**src/rtl/ctl_decoder.sv**
```systemverilog
module ctl_decoder (
  input  logic [5:0] op_code,
  input  logic [5:0] fn_code,
  input  logic       alu_zero,
  output logic       dst_from_rd,
  output logic       reg_we,
  output logic       imm_sel,
  output logic [2:0] alu_ctl,
  output logic       mem_we,
  output logic       mem_re,
  output logic       load_sel,
  output logic       branch_take
);
  localparam logic [5:0] OPC_REG   = 6'b000000;
  localparam logic [5:0] OPC_LOAD  = 6'b100011;
  localparam logic [5:0] OPC_STORE = 6'b101011;
  localparam logic [5:0] OPC_BEQ   = 6'b000100;

  localparam logic [5:0] FN_ADD = 6'b100000;
  localparam logic [5:0] FN_SUB = 6'b100010;
  localparam logic [5:0] FN_AND = 6'b100100;
  localparam logic [5:0] FN_OR  = 6'b100101;
  localparam logic [5:0] FN_SLT = 6'b101010;

  localparam logic [2:0] ALU_AND = 3'b000;
  localparam logic [2:0] ALU_OR  = 3'b001;
  localparam logic [2:0] ALU_ADD = 3'b010;
  localparam logic [2:0] ALU_SUB = 3'b110;
  localparam logic [2:0] ALU_SLT = 3'b111;

  logic       fn_ok;
  logic [2:0] fn_alu;
  logic       is_reg, is_load, is_store, is_beq;

  always_comb begin
    fn_ok  = 1'b1;
    fn_alu = ALU_AND;
    case (fn_code)
      FN_ADD:  fn_alu = ALU_ADD;
      FN_SUB:  fn_alu = ALU_SUB;
      FN_AND:  fn_alu = ALU_AND;
      FN_OR:   fn_alu = ALU_OR;
      FN_SLT:  fn_alu = ALU_SLT;
      default: fn_ok  = 1'b0;
    endcase
  end

  assign is_reg   = (op_code == OPC_REG) && fn_ok;
  assign is_load  = (op_code == OPC_LOAD);
  assign is_store = (op_code == OPC_STORE);
  assign is_beq   = (op_code == OPC_BEQ);

  assign dst_from_rd = is_reg;
  assign reg_we      = is_reg | is_load;
  assign imm_sel     = is_load | is_store;
  assign mem_we      = is_store;
  assign mem_re      = is_load;
  assign load_sel    = is_load;
  assign branch_take = is_beq & alu_zero;

  always_comb begin
    if (is_reg)                  alu_ctl = fn_alu;
    else if (is_load | is_store) alu_ctl = ALU_ADD;
    else if (is_beq)             alu_ctl = ALU_SUB;
    else                         alu_ctl = 3'b000;
  end

  always_comb begin
    p_branch_needs_zero_r6: assert (!branch_take || alu_zero);
    p_branch_is_sub_r5:     assert (!branch_take || (alu_ctl == ALU_SUB && !reg_we && !mem_we));
    p_store_no_write_r4:    assert (!(mem_we && (reg_we || mem_re || load_sel)));
    p_load_path_r3:         assert (!mem_re || (load_sel && imm_sel && reg_we && !dst_from_rd && alu_ctl == ALU_ADD));
    p_reg_path_r1:          assert (!dst_from_rd || (reg_we && !imm_sel && !load_sel && !mem_we));
    p_unknown_quiet_r7:     assert (!(op_code != OPC_REG && op_code != OPC_LOAD && op_code != OPC_STORE
                                      && op_code != OPC_BEQ) || !(reg_we || mem_we || mem_re || branch_take));
  end
endmodule

```
**config.mk**
```make
export PLATFORM = sky130hd
export DESIGN_NAME = ctl_decoder
export DESIGN_NICKNAME = d
export VERILOG_FILES = /design/src/rtl/ctl_decoder.sv
export SDC_FILE = /design/constraint.sdc
export NUM_CORES = 1
export LEC_CHECK = 0
export ABC_AREA = 1
export BUFFER_PORTS_ARGS = -buffer_cell sky130_fd_sc_hd__buf_2
export CAP_MARGIN = 10
export CORE_AREA = 2 2 39 41
export DETAILED_ROUTE_END_ITERATION = 10
export DIE_AREA = 0 0 41 43
export PLACE_DENSITY_LB_ADDON = 0.08
export SLEW_MARGIN = 5
export SYNTH_ARGS = -nofsm -noshare
export SYNTH_HDL_FRONTEND = slang
export SYNTH_SLANG_ARGS = --single-unit
```
**constraint.sdc**
```tcl
create_clock -name vclk -period 0.9
set_input_delay 0.18 -clock vclk [all_inputs]
set_output_delay 0.18 -clock vclk [all_outputs]
set_load 0.05 [all_outputs]
```
# Word-level counts from Yosys, hierarchy flattened
# Cells that the tools add are included.
# op_classes
n_eq_ne,8
mux,5
bitwise_logic,3
n_reduce_logical,3
# ops
op,n
6-bit == test (second input constant),7
3-bit case mux with 4 select lines,1
3-bit two-way mux,3
6-bit by 3-bit == test with 1-bit output (second input constant),1
6-bit zero test,1
5-bit OR reduction,1
1-bit OR,2
1-bit bitwise AND,1
1-bit logical AND,1
1-bit two-way mux,1
# word_totals
ff_bits,0
inputBits,13
out_inout_bits,10
word_cells,19

# Depth between registers and ports, before layout
# logic_depth
ltp_word,5
depth_mapped,7
mapped_depth_nobuf,7

# Least setup slack after synthesis
# Ideal clock, no wire load.
# synth_path
kind,input to output
from,input port op_code[5]
to,output port mem_we
arrival_ns,1.439
required_ns,0.720
slack_ns,-0.719
cell_stages,4
path_buffers,0
path_cell_list,inv_1 nor2_1 nand2_1 nor3_1
# synth_via
elab_chain_cells,1
# synth_lines
item,line_no,rtl
from (decl),2,"input logic [5:0] op_code,"
6-bit == test,50,assign is_store = (op_code == OPC_STORE);
to (decl),9,"output logic mem_we,"
# No other way between the ends.

# Worst setup path in the final report
# layout_path
from,input port fn_code[4]
to,output port alu_ctl[0]
# layout_via
elab_chain_cells,5
elab_cells_between_ends,10
classes_between,5 x eq/ne; 3 x mux; 2 x reduce/logical
# layout_lines
item,line_no,rtl
from (decl),3,"input logic [5:0] fn_code,"
6-bit == test,38,case (fn_code)
5-bit OR reduction (no source line),-,
1-bit two-way mux,38,
1-bit logical AND,48,assign is_reg = (op_code == OPC_REG) && fn_ok;
3-bit two-way mux *,62,if (is_reg) alu_ctl = fn_alu;
to (decl),8,"output logic [2:0] alu_ctl,"
# Every way passes the cells marked *; elsewhere a longest branch is shown, timed or not.

==> impl_metrics.yaml <==
run_status:
  status: "complete, but fails checks"
  violations: "setup timing"
sta:
  fin_crit_ps: 1190
  fmax_mhz: 841
  tightest_slew_ps: 202
  relSlewSlack_pct: 86.5
  grt_setup_unrepaired: "yes"
  layout_setup_ws_ps: -289
  finalMaxSlewViolations: 0
  hold_viol_final: 0
  min_period_over_period_pct: 132
  finalSetupViolCount: 10
  hold_slack_ps: 721
routing:
  drcViolationCount: 0
  drt_iter0_markers: 0
  routed_wl_um: 969
  dr.pass1.iters: 1
  vias: 433
  avgRoutedWirePerCell_um: 9.59
  vias_per_cell: 4.29
  ant_nets: 0
die:
  io_pins: 23
  dieArea_um2: 1760
  die_x_um: 41
  die_y_um: 43
  fp.coreArea_um2: 1380
  num_rows: 14
  start_util_pct: 17.6
synthesis:
  synth_compound_area_share_pct: 7.18
  yosys.area.top_type: "inv_1"
  netlist_instances: 52
  syn-mean-instance-area_um2: 4.69
  synth.top_cells.by_area: "inv_1, nand2_1, nor2_1"
  synth_top_family_by_area: "simple AND/OR/NAND/NOR gates"
  yosys_warnings: 0
  synthAdderAreaFrac_pct: 0
  synth_top_cell_area_share_pct: 18.5
  synth_commonest_cells: "inv_1, nand2_1, nor2_1"
  syn_nets: 65
  ys_seq_area_share_pct: 0
  ys_types: 15
  synth-xor-area-share_pct: 0
  syn_area_um2: 244
  muxShareOfSynthArea_pct: 0
  synth-simple-area-share_pct: 69.7
finish:
  clkbuf_count: 0
  nNetsFinal: 100
  design.seq.count: 0
  utilization_pct: 65.0
  seq_area_um2: 0
  syn2layout_area_growth_pct: 269
  final_cells: 101
  drive_gt1_share_pct: 89.4
  antennaDiodeCount: 0
  final_cell_area_um2: 900
grt:
  grt_pass1_vias: 389
  overflow: 0
  antenna_found_initial: 0
  grt_pass1_wl_mm: 1.42
  grt_max_degree: 4
  grt_use_total_pct: 11.0
place:
  gp_congestion: 0.652
  dp.cells: 96
  dp_hpwl_um: 642
  port_buffers: 23
  placedInstanceArea_um2: 503
  dpl_worst_slack_ps: -433
power:
  peakVddDrop_uv: 175
  powerDensity_nw_per_um2: 324
  p_leak_nw: 0.412
setup_path:
  path_max_fanout: 3
  crit_arrival_ps: 1010
  slowest_delay_ps: 160
  crit_chain: "buf_8 > inv_6 > nand2_4 > nor2_4 > nand2_2 > nand3_4 > nand2_4 > nor2_4 > buf_6"
  crit_path_end: "alu_ctl[0]"
  cp_slowest_cell: "buf_6"
  end_kind: "primary output"
  critPathKind: "in2out"
  cp.required_ps: 720
  startpoint: "fn_code[4]"
  worstSetupStartpointType: "primary input"
run:
  max_cap_violations: 0
clock_tree:
  hold_buffers: 0
min_path:
  hold_path_class: "in2out"
## repair_timing
action,4_1_cts,5_1_grt
gates resized for setup,74,23
setup buffers,3,2
gates cloned,0,0
setup endpoints to repair,10,10
pin swaps,17,17
## through the flow
step	total power, W	setup TNS, ps
floorplan	0.0000819	-1430
global placement	0.000148	-3530
detailed placement	0.000148	-3530
CTS	0.000252	-2120
global route	0.000310	-2510
finish	0.000292	-2050
## kinds of logic (layout without fill, tap and decap cells)
kind of cell	after synthesis	in the layout
buffers and inverters	14	47
and+or+nand+nor	35	35
AOI/OAI and AO/OA	3	3
## report_power, final
group	internal, W	leakage [nW]	total (W)	switching [W]
clock	0	0	0	0
combinational	0.000152	0.412	0.000292	0.000139
sequential	0	0	0	0
total	0.000152	0.412	0.000292	0.000139
## critical path, delay by kind of cell
kind,cells,cell delay [ps]
buf+inv,3,310
simple gates,6,520
## worst min-delay path by stage
stage / start / to / slack, ps / depth (start not counted)
3_3_place_gp: alu_zero / branch_take / 770 / 4
4_1_cts: alu_zero / branch_take / 710 / 4
2_1_floorplan: alu_zero / branch_take / 520 / 2
3_5_place_dp: alu_zero / branch_take / 770 / 4
5_1_grt: alu_zero / branch_take / 730 / 4
6_report: alu_zero / branch_take / 720 / 4
## cell usage in the layout, fill, tap and decap left out, types with 2 or more instances in the layout
cell / n
clkinvlp_4: 2
nand3_4: 3
buf_4: 6
nand3_2: 2
inv_2: 3
buf_6: 12
inv_4: 3
nand2_4: 9
inv_6: 2
inv_1: 3
nand2_2: 3
nor2_4: 13
buf_8: 15
## layer usage
metal	up-vias	track usage (%)	part of all wire, %
li1	225	-	-
met1	195	10.8	31
met2	13	23.8	64
met3	0	0	4.4
met4	0	0	0
met5	-	0	0
## area by class of cell
cell class | instances | area (um2)
fill | 110 | 484
timing repair buffer | 34 | 410
multi-input combinational | 38 | 395
inverter | 13 | 73.8
tap | 16 | 20.0
(Power assumes the default switching activity.)
